===== src/rtl/rxwb_pkg.sv =====
package rxwb_pkg;

  typedef enum logic [3:0] {
    ST_IDLE,
    ST_RD_CTL,
    ST_CHK_CTL,
    ST_RD_BUF,
    ST_GET_BUF,
    ST_DATA,
    ST_DROP,
    ST_LEN,
    ST_STAT
  } rxwb_state_e;

  localparam int ENTRY_SHIFT = 4;
  localparam int LEN_W       = 12;

  // Host stores the buffer length negated; recover the byte count.
  function automatic logic [15:0] buf_size_from_field(input logic [15:0] field);
    return ~field + 16'd1;
  endfunction

  // Status halfword written back for a completed frame.
  function automatic logic [15:0] wb_status(input logic fe, input logic ov,
                                            input logic crc, input logic bf);
    logic [15:0] s;
    s     = 16'h0300;
    s[13] = fe;
    s[12] = ov;
    s[11] = crc;
    s[10] = bf;
    return s;
  endfunction

  // Strobes covering lanes 0..lane.
  function automatic logic [3:0] lane_strobe(input logic [1:0] lane);
    case (lane)
      2'd0:    return 4'b0001;
      2'd1:    return 4'b0011;
      2'd2:    return 4'b0111;
      default: return 4'b1111;
    endcase
  endfunction

endpackage


===== src/rtl/rxwb_ring_ptr.sv =====
module rxwb_ring_ptr #(
  parameter int IDX_W = 9
) (
  input  logic             clk,
  input  logic             rst_n,
  input  logic [3:0]       order,
  input  logic             advance,
  output logic [IDX_W-1:0] idx
);
  logic [IDX_W-1:0] idx_q;
  logic [IDX_W-1:0] mask;

  always_comb begin
    mask = '0;
    for (int b = 0; b < IDX_W; b++) mask[b] = (b < int'(order));
  end

  assign idx = idx_q & mask;

  always_ff @(posedge clk or negedge rst_n) begin
    if (!rst_n)       idx_q <= '0;
    else if (advance) idx_q <= (idx + IDX_W'(1)) & mask;
  end
endmodule


===== src/rtl/rxwb_miss_counter.sv =====
module rxwb_miss_counter #(
  parameter int W = 16
) (
  input  logic         clk,
  input  logic         rst_n,
  input  logic         inc,
  output logic [W-1:0] count
);
  always_ff @(posedge clk or negedge rst_n) begin
    if (!rst_n)                    count <= '0;
    else if (inc && count != '1)   count <= count + W'(1);
  end
endmodule


===== src/rtl/rxwb_byte_packer.sv =====
module rxwb_byte_packer
  import rxwb_pkg::*;
#(
  parameter int AW = 32
) (
  input  logic          clk,
  input  logic          rst_n,
  input  logic          push,
  input  logic [1:0]    lane,
  input  logic [7:0]    byte_in,
  input  logic          flush,
  input  logic [AW-1:0] waddr,
  input  logic          pop,
  output logic          pend,
  output logic [AW-1:0] addr,
  output logic [31:0]   data,
  output logic [3:0]    strb
);
  logic [23:0] acc;
  logic [31:0] merged;

  always_comb begin
    merged = {8'h00, acc};
    case (lane)
      2'd0:    merged[7:0]   = byte_in;
      2'd1:    merged[15:8]  = byte_in;
      2'd2:    merged[23:16] = byte_in;
      default: merged[31:24] = byte_in;
    endcase
  end

  always_ff @(posedge clk or negedge rst_n) begin
    if (!rst_n) begin
      acc  <= '0;
      pend <= 1'b0;
      addr <= '0;
      data <= '0;
      strb <= '0;
    end else begin
      if (push && flush) begin
        pend <= 1'b1;
        addr <= waddr;
        data <= merged;
        strb <= lane_strobe(lane);
        acc  <= '0;
      end else begin
        if (pop)  pend <= 1'b0;
        if (push) acc  <= merged[23:0];
      end
    end
  end
endmodule


===== src/rtl/rx_desc_wb.sv =====
module rx_desc_wb
  import rxwb_pkg::*;
#(
  parameter int AW     = 32,
  parameter int IDX_W  = 9,
  parameter int POS_W  = 16,
  parameter int MISS_W = 16
) (
  input  logic              clk,
  input  logic              rst_n,
  input  logic [AW-1:0]     ring_base,
  input  logic [3:0]        ring_order,
  input  logic              in_valid,
  input  logic [7:0]        in_data,
  input  logic              in_last,
  input  logic              in_err_frame,
  input  logic              in_err_ovf,
  input  logic              in_err_crc,
  output logic              in_ready,
  output logic              mem_req,
  output logic              mem_we,
  output logic [AW-1:0]     mem_addr,
  output logic [31:0]       mem_wdata,
  output logic [3:0]        mem_wstrb,
  input  logic [31:0]       mem_rdata,
  output logic [MISS_W-1:0] missed_count
);
  rxwb_state_e      state_q, state_d;
  logic [AW-1:0]    buf_base_q;
  logic [15:0]      buf_size_q;
  logic [POS_W-1:0] pos_q;
  logic [LEN_W-1:0] stored_q;
  logic             trunc_q, fe_q, ov_q, crc_q;

  logic [IDX_W-1:0] idx;
  logic [AW-1:0]    entry_addr;
  logic             accept, in_buf, at_buf_end, push, flush;
  logic [AW-1:0]    waddr;
  logic             pend;
  logic [AW-1:0]    pend_addr;
  logic [31:0]      pend_data;
  logic [3:0]       pend_strb;

  // Named events, brought out for the checker.
  logic ev_data_wr, ev_len_wr, ev_stat_wr, ev_miss, ev_advance;

  assign entry_addr = ring_base + (AW'(idx) << ENTRY_SHIFT);
  assign in_ready   = (state_q == ST_DATA) || (state_q == ST_DROP);
  assign accept     = in_valid && in_ready;
  assign in_buf     = pos_q < POS_W'(buf_size_q);
  assign at_buf_end = POS_W'(pos_q + POS_W'(1)) == POS_W'(buf_size_q);
  assign push       = accept && (state_q == ST_DATA) && in_buf;
  assign flush      = (pos_q[1:0] == 2'b11) || in_last || at_buf_end;
  assign waddr      = buf_base_q + AW'({pos_q[POS_W-1:2], 2'b00});

  assign ev_data_wr = pend && ((state_q == ST_DATA) || (state_q == ST_LEN));
  assign ev_len_wr  = (state_q == ST_LEN) && !pend;
  assign ev_stat_wr = (state_q == ST_STAT);
  assign ev_advance = ev_stat_wr;
  assign ev_miss    = accept && in_last && (state_q == ST_DROP);

  rxwb_ring_ptr #(.IDX_W(IDX_W)) u_ring (
    .clk(clk), .rst_n(rst_n), .order(ring_order),
    .advance(ev_advance), .idx(idx)
  );

  rxwb_miss_counter #(.W(MISS_W)) u_miss (
    .clk(clk), .rst_n(rst_n), .inc(ev_miss), .count(missed_count)
  );

  rxwb_byte_packer #(.AW(AW)) u_pack (
    .clk(clk), .rst_n(rst_n), .push(push), .lane(pos_q[1:0]),
    .byte_in(in_data), .flush(flush), .waddr(waddr), .pop(ev_data_wr),
    .pend(pend), .addr(pend_addr), .data(pend_data), .strb(pend_strb)
  );

  always_comb begin
    state_d = state_q;
    case (state_q)
      ST_IDLE:    if (in_valid) state_d = ST_RD_CTL;
      ST_RD_CTL:  state_d = ST_CHK_CTL;
      ST_CHK_CTL: state_d = mem_rdata[31] ? ST_RD_BUF : ST_DROP;
      ST_RD_BUF:  state_d = ST_GET_BUF;
      ST_GET_BUF: state_d = ST_DATA;
      ST_DATA:    if (accept && in_last) state_d = ST_LEN;
      ST_DROP:    if (accept && in_last) state_d = ST_IDLE;
      ST_LEN:     if (!pend) state_d = ST_STAT;
      ST_STAT:    state_d = ST_IDLE;
      default:    state_d = ST_IDLE;
    endcase
  end

  always_comb begin
    mem_req   = 1'b0;
    mem_we    = 1'b0;
    mem_addr  = '0;
    mem_wdata = '0;
    mem_wstrb = '0;
    case (state_q)
      ST_RD_CTL: begin
        mem_req  = 1'b1;
        mem_addr = entry_addr + AW'(4);
      end
      ST_RD_BUF: begin
        mem_req  = 1'b1;
        mem_addr = entry_addr;
      end
      ST_DATA, ST_LEN: begin
        if (pend) begin
          mem_req   = 1'b1;
          mem_we    = 1'b1;
          mem_addr  = pend_addr;
          mem_wdata = pend_data;
          mem_wstrb = pend_strb;
        end else if (state_q == ST_LEN) begin
          mem_req   = 1'b1;
          mem_we    = 1'b1;
          mem_addr  = entry_addr + AW'(8);
          mem_wdata = {{(32-LEN_W){1'b0}}, stored_q};
          mem_wstrb = 4'b1111;
        end
      end
      ST_STAT: begin
        mem_req   = 1'b1;
        mem_we    = 1'b1;
        mem_addr  = entry_addr + AW'(4);
        mem_wdata = {wb_status(fe_q, ov_q, crc_q, trunc_q), 16'h0000};
        mem_wstrb = 4'b1100;
      end
      default: ;
    endcase
  end

  always_ff @(posedge clk or negedge rst_n) begin
    if (!rst_n) begin
      state_q    <= ST_IDLE;
      buf_base_q <= '0;
      buf_size_q <= '0;
      pos_q      <= '0;
      stored_q   <= '0;
      trunc_q    <= 1'b0;
      fe_q       <= 1'b0;
      ov_q       <= 1'b0;
      crc_q      <= 1'b0;
    end else begin
      state_q <= state_d;
      case (state_q)
        ST_IDLE: if (in_valid) begin
          pos_q    <= '0;
          stored_q <= '0;
          trunc_q  <= 1'b0;
          fe_q     <= 1'b0;
          ov_q     <= 1'b0;
          crc_q    <= 1'b0;
        end
        ST_CHK_CTL: buf_size_q <= buf_size_from_field(mem_rdata[15:0]);
        ST_GET_BUF: buf_base_q <= AW'(mem_rdata);
        ST_DATA: if (accept) begin
          pos_q <= pos_q + POS_W'(1);
          if (in_buf) stored_q <= stored_q + LEN_W'(1);
          else        trunc_q  <= 1'b1;
          if (in_last) begin
            fe_q  <= in_err_frame;
            ov_q  <= in_err_ovf;
            crc_q <= in_err_crc;
          end
        end
        default: ;
      endcase
    end
  end
endmodule


===== config.mk =====
export PLATFORM = sky130hd
export DESIGN_NAME = rx_desc_wb
export DESIGN_NICKNAME = d
export VERILOG_FILES = /design/src/rtl/rxwb_pkg.sv /design/src/rtl/rxwb_ring_ptr.sv /design/src/rtl/rxwb_miss_counter.sv /design/src/rtl/rxwb_byte_packer.sv /design/src/rtl/rx_desc_wb.sv
export SDC_FILE = /design/constraint.sdc
export NUM_CORES = 1
export LEC_CHECK = 0
export ABC_AREA = 1
export ABC_CLOCK_PERIOD_IN_PS = 4100
export BUFFER_PORTS_ARGS = -buffer_cell sky130_fd_sc_hd__buf_2
export CORE_MARGIN = 10
export CORE_UTILIZATION = 50
export CTS_CLUSTER_SIZE = 28
export DETAILED_ROUTE_END_ITERATION = 16
export HOLD_SLACK_MARGIN = 0.05
export PLACE_DENSITY = 0.7
export SYNTH_ARGS = -nofsm -noshare
export SYNTH_HDL_FRONTEND = slang
export SYNTH_HIERARCHICAL = 1
export SYNTH_SLANG_ARGS = --single-unit

===== constraint.sdc =====
create_clock -name clk -period 4.1 [get_ports clk]
set_input_delay 0.615 -clock clk [delete_from_list [all_inputs] [get_ports clk]]
set_output_delay 0.615 -clock clk [all_outputs]
set_load 0.01 [all_outputs]

# Word level (Yosys, flattened, before mapping)
# Index checks and enable logic that the tools add are counted.
# word_totals
inputBits,83
ff_bits,202
word_cells,133
# op_classes
reduce_logical,26
addsub,9
bitwise_logic,3
n_eq_ne,21
order_cmp,10
muxes,48
# op_table
op,count
2-to-1 mux 32 bit,3
one-hot mux 32 bit (3 select lines),1
one-hot mux 32 bit (2 select lines),1
adder 16 x 1 -> 16 bit (second input constant),3
2-to-1 mux 12 bit,4
2-to-1 mux 24 bit,2
adder 32 x 13 -> 32 bit,1
adder 32 x 16 -> 32 bit,1
adder 32 x 3 -> 32 bit (second input constant),1
adder 32 x 4 -> 32 bit (second input constant),1
2-to-1 mux 16 bit,2
2-to-1 mux 8 bit,4
one-hot mux 16 bit (2 select lines),1
one-hot mux 4 bit (8 select lines),1
2-to-1 mux 4 bit,6
one-hot mux 12 bit (2 select lines),1
AND 9 bit,2
== test 16 bit,1
== test 4 x 3 -> 1 bit (second input constant),4
< comparator 16 bit,1
< comparator 3 x 4 -> 1 bit (first input constant),4
inequality test 16 bit (second input constant),1
inverter 16 bit,1
AND reduction 4 bit,4
other kinds (25),66

# Longest topological paths before layout
# Gate-level depths: netlist of run 1.
# logic_depth
ltp_word,7
depth_mapped,24
ltp_nobuf,24

# By module
# Netlist of run 1, hierarchy kept.
# by_module_without_submodules
module,area_each_um2,cells_per_inst,n_inst
rx_desc_wb,9375.2,1560,1
rxwb_byte_packer,3861.2,471,1
rxwb_miss_counter,1058.5,149,1
rxwb_ring_ptr,668.1,94,1

# Least setup slack after synthesis of run 1
# OpenSTA, ideal clock, no wires.
# synth_path
path_type,input to output
from,input port ring_order[2]
to,output port mem_addr[30]
path_buffers,0
stages,17
path_slack_ns,0.404
arrival_ns,3.081
cell_sequence,nor2_2 -> nand2_1 -> nand2_2 -> inv_1 -> ha_1 -> inv_1 -> fa_1 -> nor2_1 -> inv_1 -> nor2_1 -> nand2_1 -> nor2_2 -> nand3_1 -> nor3_1 -> nand4_1 -> nand3_1 -> nand3_1
# synth_via
elab_chain_len,7
# synth_rtl
element,line_no,rtl
from (decl),rx_desc_wb.sv:12,"input logic [3:0] ring_order,"
< comparator 1 x 4 -> 1 bit *,rxwb_ring_ptr.sv:15,for (int b = 0; b < IDX_W; b++) mask[b] = (b < int'(order));
AND 9 bit *,rxwb_ring_ptr.sv:18,assign idx = idx_q & mask;
named net idx[0],rx_desc_wb.sv:35,logic [IDX_W-1:0] idx;
adder 32 x 13 -> 32 bit *,rx_desc_wb.sv:47,assign entry_addr = ring_base + (AW'(idx) << ENTRY_SHIFT);
adder 32 x 4 -> 32 bit,rx_desc_wb.sv:118,mem_addr = entry_addr + AW'(8);
2-to-1 mux 32 bit,rx_desc_wb.sv:115,end else if (state_q == ST_LEN) begin
2-to-1 mux 32 bit,rx_desc_wb.sv:109,if (pend) begin
one-hot mux 32 bit (3 select lines) *,rx_desc_wb.sv:99,case (state_q)
to (decl),rx_desc_wb.sv:22,"output logic [AW-1:0] mem_addr,"
# Mark *: on every way through the listed nets, which the timed path passes. The rest lies on a longest branch.

# Final worst setup path of run 1
# layout_path
from,input port ring_order[1]
to,output port mem_addr[20]
# layout_via
elab_chain_len,7
# layout_rtl
element,line_no
< comparator 4 bit *,rxwb_ring_ptr.sv:15
AND 9 bit *,rxwb_ring_ptr.sv:18
named net idx[8],rx_desc_wb.sv:35
adder 32 x 13 -> 32 bit *,rx_desc_wb.sv:47
adder 32 x 4 -> 32 bit,rx_desc_wb.sv:118
2-to-1 mux 32 bit,rx_desc_wb.sv:115
2-to-1 mux 32 bit,rx_desc_wb.sv:109
one-hot mux 32 bit (3 select lines) *,rx_desc_wb.sv:99
# Marked as above.

==> flow_summary.ini, run 1 <==
[global_routing]
grt_pass1_vias = 14730
grt_use_met2_pct = 40.0
globalRoute.busiestLayer = met2
antenna_found_initial = 1
grt_use_met1_pct = 34.8
met3_usage_pct = 2.99
grt_max_degree = 114
overflow = 0
grtUsageTotal_pct = 24.9
grt_pass1_wl_mm = 75.9

[finish]
fillers = 2783
fin_area_um2 = 18400
nets = 2657
instances_no_fill = 2934
post_route_cells_drive_above_1_share_pct = 21.2
area_delta_synth_final_pct = 22.8

[flow_run]
drv_cap = 0

[setup_path]
worstReg2RegStart = pos_q[3]
critPathLaunchType = primary input
crit_start = ring_order[1]
required_ns = 3.48
crit_type = primary input to primary output
crit_fanout = 8
end_kind = primary output
arrival_ns = 3.45

[pwr]
clockPowerShare_pct = 21.2
power.share.switching_pct = 43.8
intPower_w = 0.00548
seq_power_share_pct = 32.7
p_leak_nw = 9.50
power_switching_w = 0.00428
power.density_nw_per_um2 = 531
pwr-share-comb_pct = 46.1
p_total_w = 0.00976
ir_worst_vdd_v = 0.000336

[yosys]
avgSynthCellArea_um2 = 6.58
ys_warn_count = 6
ys_async_sr_fraction_pct = 100
ys.flop_type = dfrtp_1
synth_top_area_share_pct = 33.8
synth_area_leaders = dfrtp_1 34%, nand2_1 20%, nand3_1 7.1%
synth_top_area_cell = dfrtp_1
synth-seq-cells = 202
syn_area_um2 = 15000
yosys.cell_types.count = 54
synth_common_cells = 807 x nand2_1, 277 x inv_1, 213 x nand3_1
synth_nets = 2405
synth.most_common_cell = nand2_1
synth_enable_flop_cells = 0
syn_inst = 2274
seq_area_frac_synth_pct = 33.8

[clocking]
cts.sinks = 202
root_buffer = clkbuf_16
cts_tree = done
clock_insertion_delay_worst_skew_ns = 0.54
htree_levels = 1
numCtsBuffers = 24
cts.reportedPaths.clkPinSlew_ns = 0.06
clockBufferDepth = 3

[sta]
rsz0062_at_grt = yes
fmax_mhz = 246
tightest_slew_ns = 0.942
final-hold-violation-count = 0
fin_crit_ns = 4.06
holdWs_ns = 0.200
fin_crit_sh_pct = 99.1
finClkSkew_ns = 0.0285
drv_slew = 0
setup_viol_count_final = 0
relSlewSlack_pct = 37.2

[detailed_routing]
drtIter0Drc = 1433
wl_per_cell_um = 16.6
drt_pre_antenna_iters = 6
wl_mm = 48.7
final_antenna_net_count = 0
vias_per_cell = 5.43
vias = 15921
drc = 0

[placed_design]
gp_congestion = 0.995
io_buffers = 169
dp.cells = 2872
dpl_cell_area_um2 = 16800
hpwl_mm = 37.1

[floorplanning]
ios = 170
rows = 63
core_area_um2 = 29600
die_x_um = 193
dieArea_um2 = 37200
die_h_um = 193
start_util_pct = 50.6

[worst_hold_path]
hold_class = primary input to asynchronous set/reset pin

[outcome]
status = complete, no violations
-- stage by stage --
step	TNS (ns)	util [%]	setup slack, ns
final	0	62.2	0.0375
after global routing	-0.909	62.2	-0.105
after CTS	-0.0203	59.7	-0.0110
after detailed placement	-0.796	56.8	-0.111
after global placement	-1.01	56.8	-0.131
after floorplan	0	-	0.404
-- worst max-delay path, cell delays in order --
cell      delay (ns)
buf_2           0.14
nor2_4          0.13
buf_6           0.11
nand2_1         0.05
nand2_2         0.06
nor2_1          0.06
ha_1            0.37
nand2_2         0.14
inv_1           0.09
nand2_1         0.08
nand2_2         0.12
inv_2           0.07
nand3_4         0.14
nand2_2         0.08
nand2_4         0.10
nand2_4         0.09
inv_2           0.06
nand2_1         0.07
nor2_2          0.14
buf_6           0.15
nand3_1         0.07
nand2_1         0.07
nand3_1         0.08
nand3b_1        0.18
buf_2           0.17
-- power groups by stage --
stage / logic (W) / registers (W) / clock network [W]
2_1_floorplan: 0.00288 / 0.00306 / 0
3_3_place_gp: 0.00416 / 0.00318 / 0
3_5_place_dp: 0.00425 / 0.00321 / 0
4_1_cts: 0.00430 / 0.00319 / 0.00210
5_1_grt: 0.00502 / 0.00329 / 0.00219
6_report: 0.00450 / 0.00320 / 0.00207
-- registers in the layout, summed over array words and instances (netlist names), 4 cells and up --
| register | cells |
|---|---|
| state_q | 4 |
| buf_base_q | 32 |
| u_pack/data | 32 |
| u_miss/count | 16 |
| buf_size_q | 16 |
| pos_q | 16 |
| stored_q | 12 |
| u_pack/acc | 24 |
| u_pack/addr | 32 |
| u_ring/idx_q | 9 |
| u_pack/strb | 4 |
-- cell usage in the layout (no fill, tap or decap), types with 5 or more instances in the layout --
cell       instances
nand2_2           70
nor2_4            33
nor2_1           142
buf_2            166
clkbuf_16         24
inv_2             29
clkbuf_1           6
dfrtp_1          202
o31ai_1           11
ha_1              39
nand4_1           45
nor2_2            31
nand2_4           12
o22ai_1           17
nand3_2           14
buf_4            104
xnor2_1           16
a21oi_1           43
nand3b_1          16
ha_4               7
o21ai_0          130
nor3_1            20
inv_1            260
nand2_1          748
o21ai_1            6
xor2_1            59
o21ai_2            5
nand3_1          202
clkbuf_8           5
clkinv_2           6
o2111ai_1          8
-- repair_timing --
item	CTS	global route
cloned	1	0
buffers inserted	2	15
resized for setup	16	175
hold buffers	0	0
pin swaps	5	45
setup endpoints to repair	16	23
-- final cells by class --
class / instances / area [µm²] / share of cell area (%)
antenna: 1 / 2.50 / 0.0136
clock buffer: 34 / 678 / 3.69
clock inverter: 9 / 83.8 / 0.456
inverter: 293 / 1100 / 5.98
multi-input combinational: 1727 / 9240 / 50.3
sequential: 202 / 5050 / 27.5
tap: 390 / 488 / 2.66
timing repair buffer: 278 / 1730 / 9.42
-- final timing paths --
kind                       cells after the start               to  slack [ns]
max                                           25     mem_addr[20]        0.04
min                                            1  u_ring/idx_q[5]        0.20
max reg2reg                                   14  u_pack/addr[22]        0.86
min reg2reg                                    2   u_pack/acc[22]        0.48
max in group asynchronous                      2   buf_size_q[12]        2.89
min in group clk                               3   buf_base_q[17]        0.31
-- cells by family (layout without fill, tap and decap cells) --
family                     Yosys count  count (layout)  share of synthesized area, %
buffers and inverters              346             614                          8.96
other                                0               1                             0
and+or+nand+nor                   1353            1354                          39.1
adders and majority gates           48              48                          4.11
DFF                                202             202                          33.8
xor gates and xnor gates            79              79                          4.77
AOI/OAI and AO/OA                  246             246                          9.29
-- per-layer routing --
metal / routed length, µm / up-vias
li1: - / 7803
met1: 21900 / 7473
met2: 22300 / 562
met3: 3300 / 83
met4: 1210 / 0
met5: 0 / -
Power figures use the tool's default switching activity.
==> run 2, diff against run 1 <==
--- a/config.mk
+++ b/config.mk
@@ -6,14 +6,15 @@
 export NUM_CORES = 1
 export LEC_CHECK = 0
 export ABC_AREA = 1
-export ABC_CLOCK_PERIOD_IN_PS = 4100
 export BUFFER_PORTS_ARGS = -buffer_cell sky130_fd_sc_hd__buf_2
+export CELL_PAD_IN_SITES_DETAIL_PLACEMENT = 0
+export CELL_PAD_IN_SITES_GLOBAL_PLACEMENT = 2
 export CORE_MARGIN = 10
-export CORE_UTILIZATION = 50
+export CORE_UTILIZATION = 33
 export CTS_CLUSTER_SIZE = 28
 export DETAILED_ROUTE_END_ITERATION = 16
 export HOLD_SLACK_MARGIN = 0.05
-export PLACE_DENSITY = 0.7
+export PLACE_DENSITY_LB_ADDON = 0.1
 export SYNTH_ARGS = -nofsm -noshare
 export SYNTH_HDL_FRONTEND = slang
 export SYNTH_HIERARCHICAL = 1
==> run 2 against run 1 <==
Hold slack got worse by 0.15 ns. Critical path type unchanged. Sequential power about the same. Global-route usage decreased by 5.0 points. Critical path depth decreased by 4. First-iteration DRC count decreased by 23%. Critical endpoint is now mem_addr[13]. Power increased by 5.3%.
==> flow_summary.ini, run 2 (same netlist as run 1, synthesis figures left out) <==
[finish]
fin_util_pct = 42.8
instances_no_fill = 3171
nets = 2689
fillers = 4804
final_common_cell = nand2_1
top_regs = buf_base_q (32), u_pack/addr (32), u_pack/data (32)
post_route_cells_drive_above_1_share_pct = 22.3
area_delta_synth_final_pct = 27.2
final_cell_mix = 750 x nand2_1, 264 x inv_1, 207 x nand3_1

[pwr]
pwr-share-comb_pct = 46.1
intPower_w = 0.00581
clockPowerShare_pct = 22.9
power.share.switching_pct = 43.5
power.density_nw_per_um2 = 540
ir_worst_vdd_v = 0.000401
power_switching_w = 0.00447
seq_power_share_pct = 31.0
p_leak_nw = 9.70

[floorplanning]
rows = 77
core_area_um2 = 44500
start_util_pct = 33.6
die_x_um = 233
ios = 170
dieArea_um2 = 54300
die_h_um = 233

[sta]
fmax_mhz = 254
setup_viol_count_final = 0
fin_crit_sh_pct = 96.1
tightest_slew_ns = 1.17
relSlewSlack_pct = 21.7
final-hold-violation-count = 0
fin_crit_ns = 3.94
finClkSkew_ns = 0.0340
drv_slew = 0
fin_ws_ns = 0.162
fin_setup_tns_ns = 0
rsz0062_at_grt = yes

[setup_path]
path_cells = buf_2, nor2_4, nand2_1, nand2_2, inv_2, ha_4, inv_2, fa_2, inv_2, nand3_2, nand2_4, xor2_2, inv_2, buf_4, nor2_2, nand2_2, nor2_4, xor2_1, nand2_1, o2111ai_1, buf_2
crit_start = ring_order[3]
slowest_delay_ns = 0.36
path_buf_inv = 7
crit_fanout = 5
cpMostUsedCell = inv_2
worstReg2RegStart = pos_q[0]
crit_family = simple AND/OR/NAND/NOR gates
arrival_ns = 3.32
critPathLaunchType = primary input
critPathSlowestCell = fa_2
end_kind = primary output
required_ns = 3.48
crit_type = primary input to primary output

[detailed_routing]
wl_mm = 55.1
drtIter0Drc = 1098
vias = 15508
final_antenna_net_count = 0
vias_per_cell = 4.89
drt_pre_antenna_iters = 5
drc = 0
wl_per_cell_um = 17.4

[placed_design]
place_ws_ns = -0.173
gp_congestion = 0.884
io_buffers = 169
dp.cells = 3107
hpwl_mm = 43.5

[global_routing]
antenna_found_initial = 2
grt_max_degree = 91
overflow = 0
grt_pass1_vias = 15051
grt_pass1_wl_mm = 85.7
grtUsageTotal_pct = 19.9

[clocking]
numCtsBuffers = 26
cts.sinks = 202
htree_levels = 1
cts_tree = done
clock_insertion_delay_worst_skew_ns = 0.56
cts.reportedPaths.clkPinSlew_ns = 0.06
clockBufferDepth = 3
root_buffer = clkbuf_16
cts_hold_buf = 0

[worst_hold_path]
hold_class = primary input to asynchronous set/reset pin

[flow_run]
drv_cap = 0

[outcome]
status = complete, no violations
-- run 2: cell types whose count changed in the layout (fill, tap and decap cells not counted), moves of 5 or more --
cell     delta
buf_4      +28
nand3_1     +5
nand3_2     -7
inv_2       -6
-- run 2: layer usage --
layer | GRT usage (%) | share of wire, %
met1 | 28.0 | 48
met3 | 2.42 | 4.2
met2 | 31.7 | 45
met4 | 4.75 | 2.2
met5 | 0 | 0
-- run 2: final cells by class --
cell class                 count  area [µm²]  share of cell area (%)
antenna                        1        2.50                  0.0131
multi-input combinational   1727        9270                    48.7
tap                          592         741                    3.89
sequential                   202        5050                    26.6
timing repair buffer         308        1970                    10.3
inverter                     293        1110                    5.82
clock buffer                  39         779                    4.09
clock inverter                 9         111                   0.585
-- run 2: worst paths after layout --
| check | endpoint | slack (ns) | cells past startpoint |
|---|---|---|---|
| worst max-delay path | mem_addr[13] | 0.16 | 21 |
| worst min-delay path | u_ring/idx_q[6] | 0.05 | 1 |
| worst max register to register | u_pack/acc[12] | 0.67 | 15 |
| worst min register to register | u_pack/acc[3] | 0.47 | 2 |
| max in group asynchronous | buf_size_q[4] | 3.02 | 2 |
| min in group clk | crc_q | 0.30 | 3 |
-- run 2: power groups by stage --
stage | clock network, W | logic, W | registers [W]
5_1_grt | 0.00250 | 0.00535 | 0.00329
3_5_place_dp | 0 | 0.00450 | 0.00322
4_1_cts | 0.00242 | 0.00457 | 0.00319
6_report | 0.00235 | 0.00473 | 0.00319
3_3_place_gp | 0 | 0.00447 | 0.00320
2_1_floorplan | 0 | 0.00288 | 0.00306
-- run 2: metrics by stage --
stage	total power [W]	instance area [µm²]	hold slack, ns
CTS	0.0102	18300	0.0714
floorplan	0.00594	15000	0.319
global placement	0.00767	17300	0.455
finish	0.0103	19000	0.0507
detailed placement	0.00772	17300	0.456
global route	0.0111	19000	0.0945
-- run 2: timing repair --
| action | CTS | global route |
|---|---|---|
| setup buffers | 0 | 13 |
| pin swaps | 8 | 45 |
| setup endpoints to repair | 22 | 23 |
| gates cloned | 1 | 1 |
| gates resized for setup | 37 | 158 |
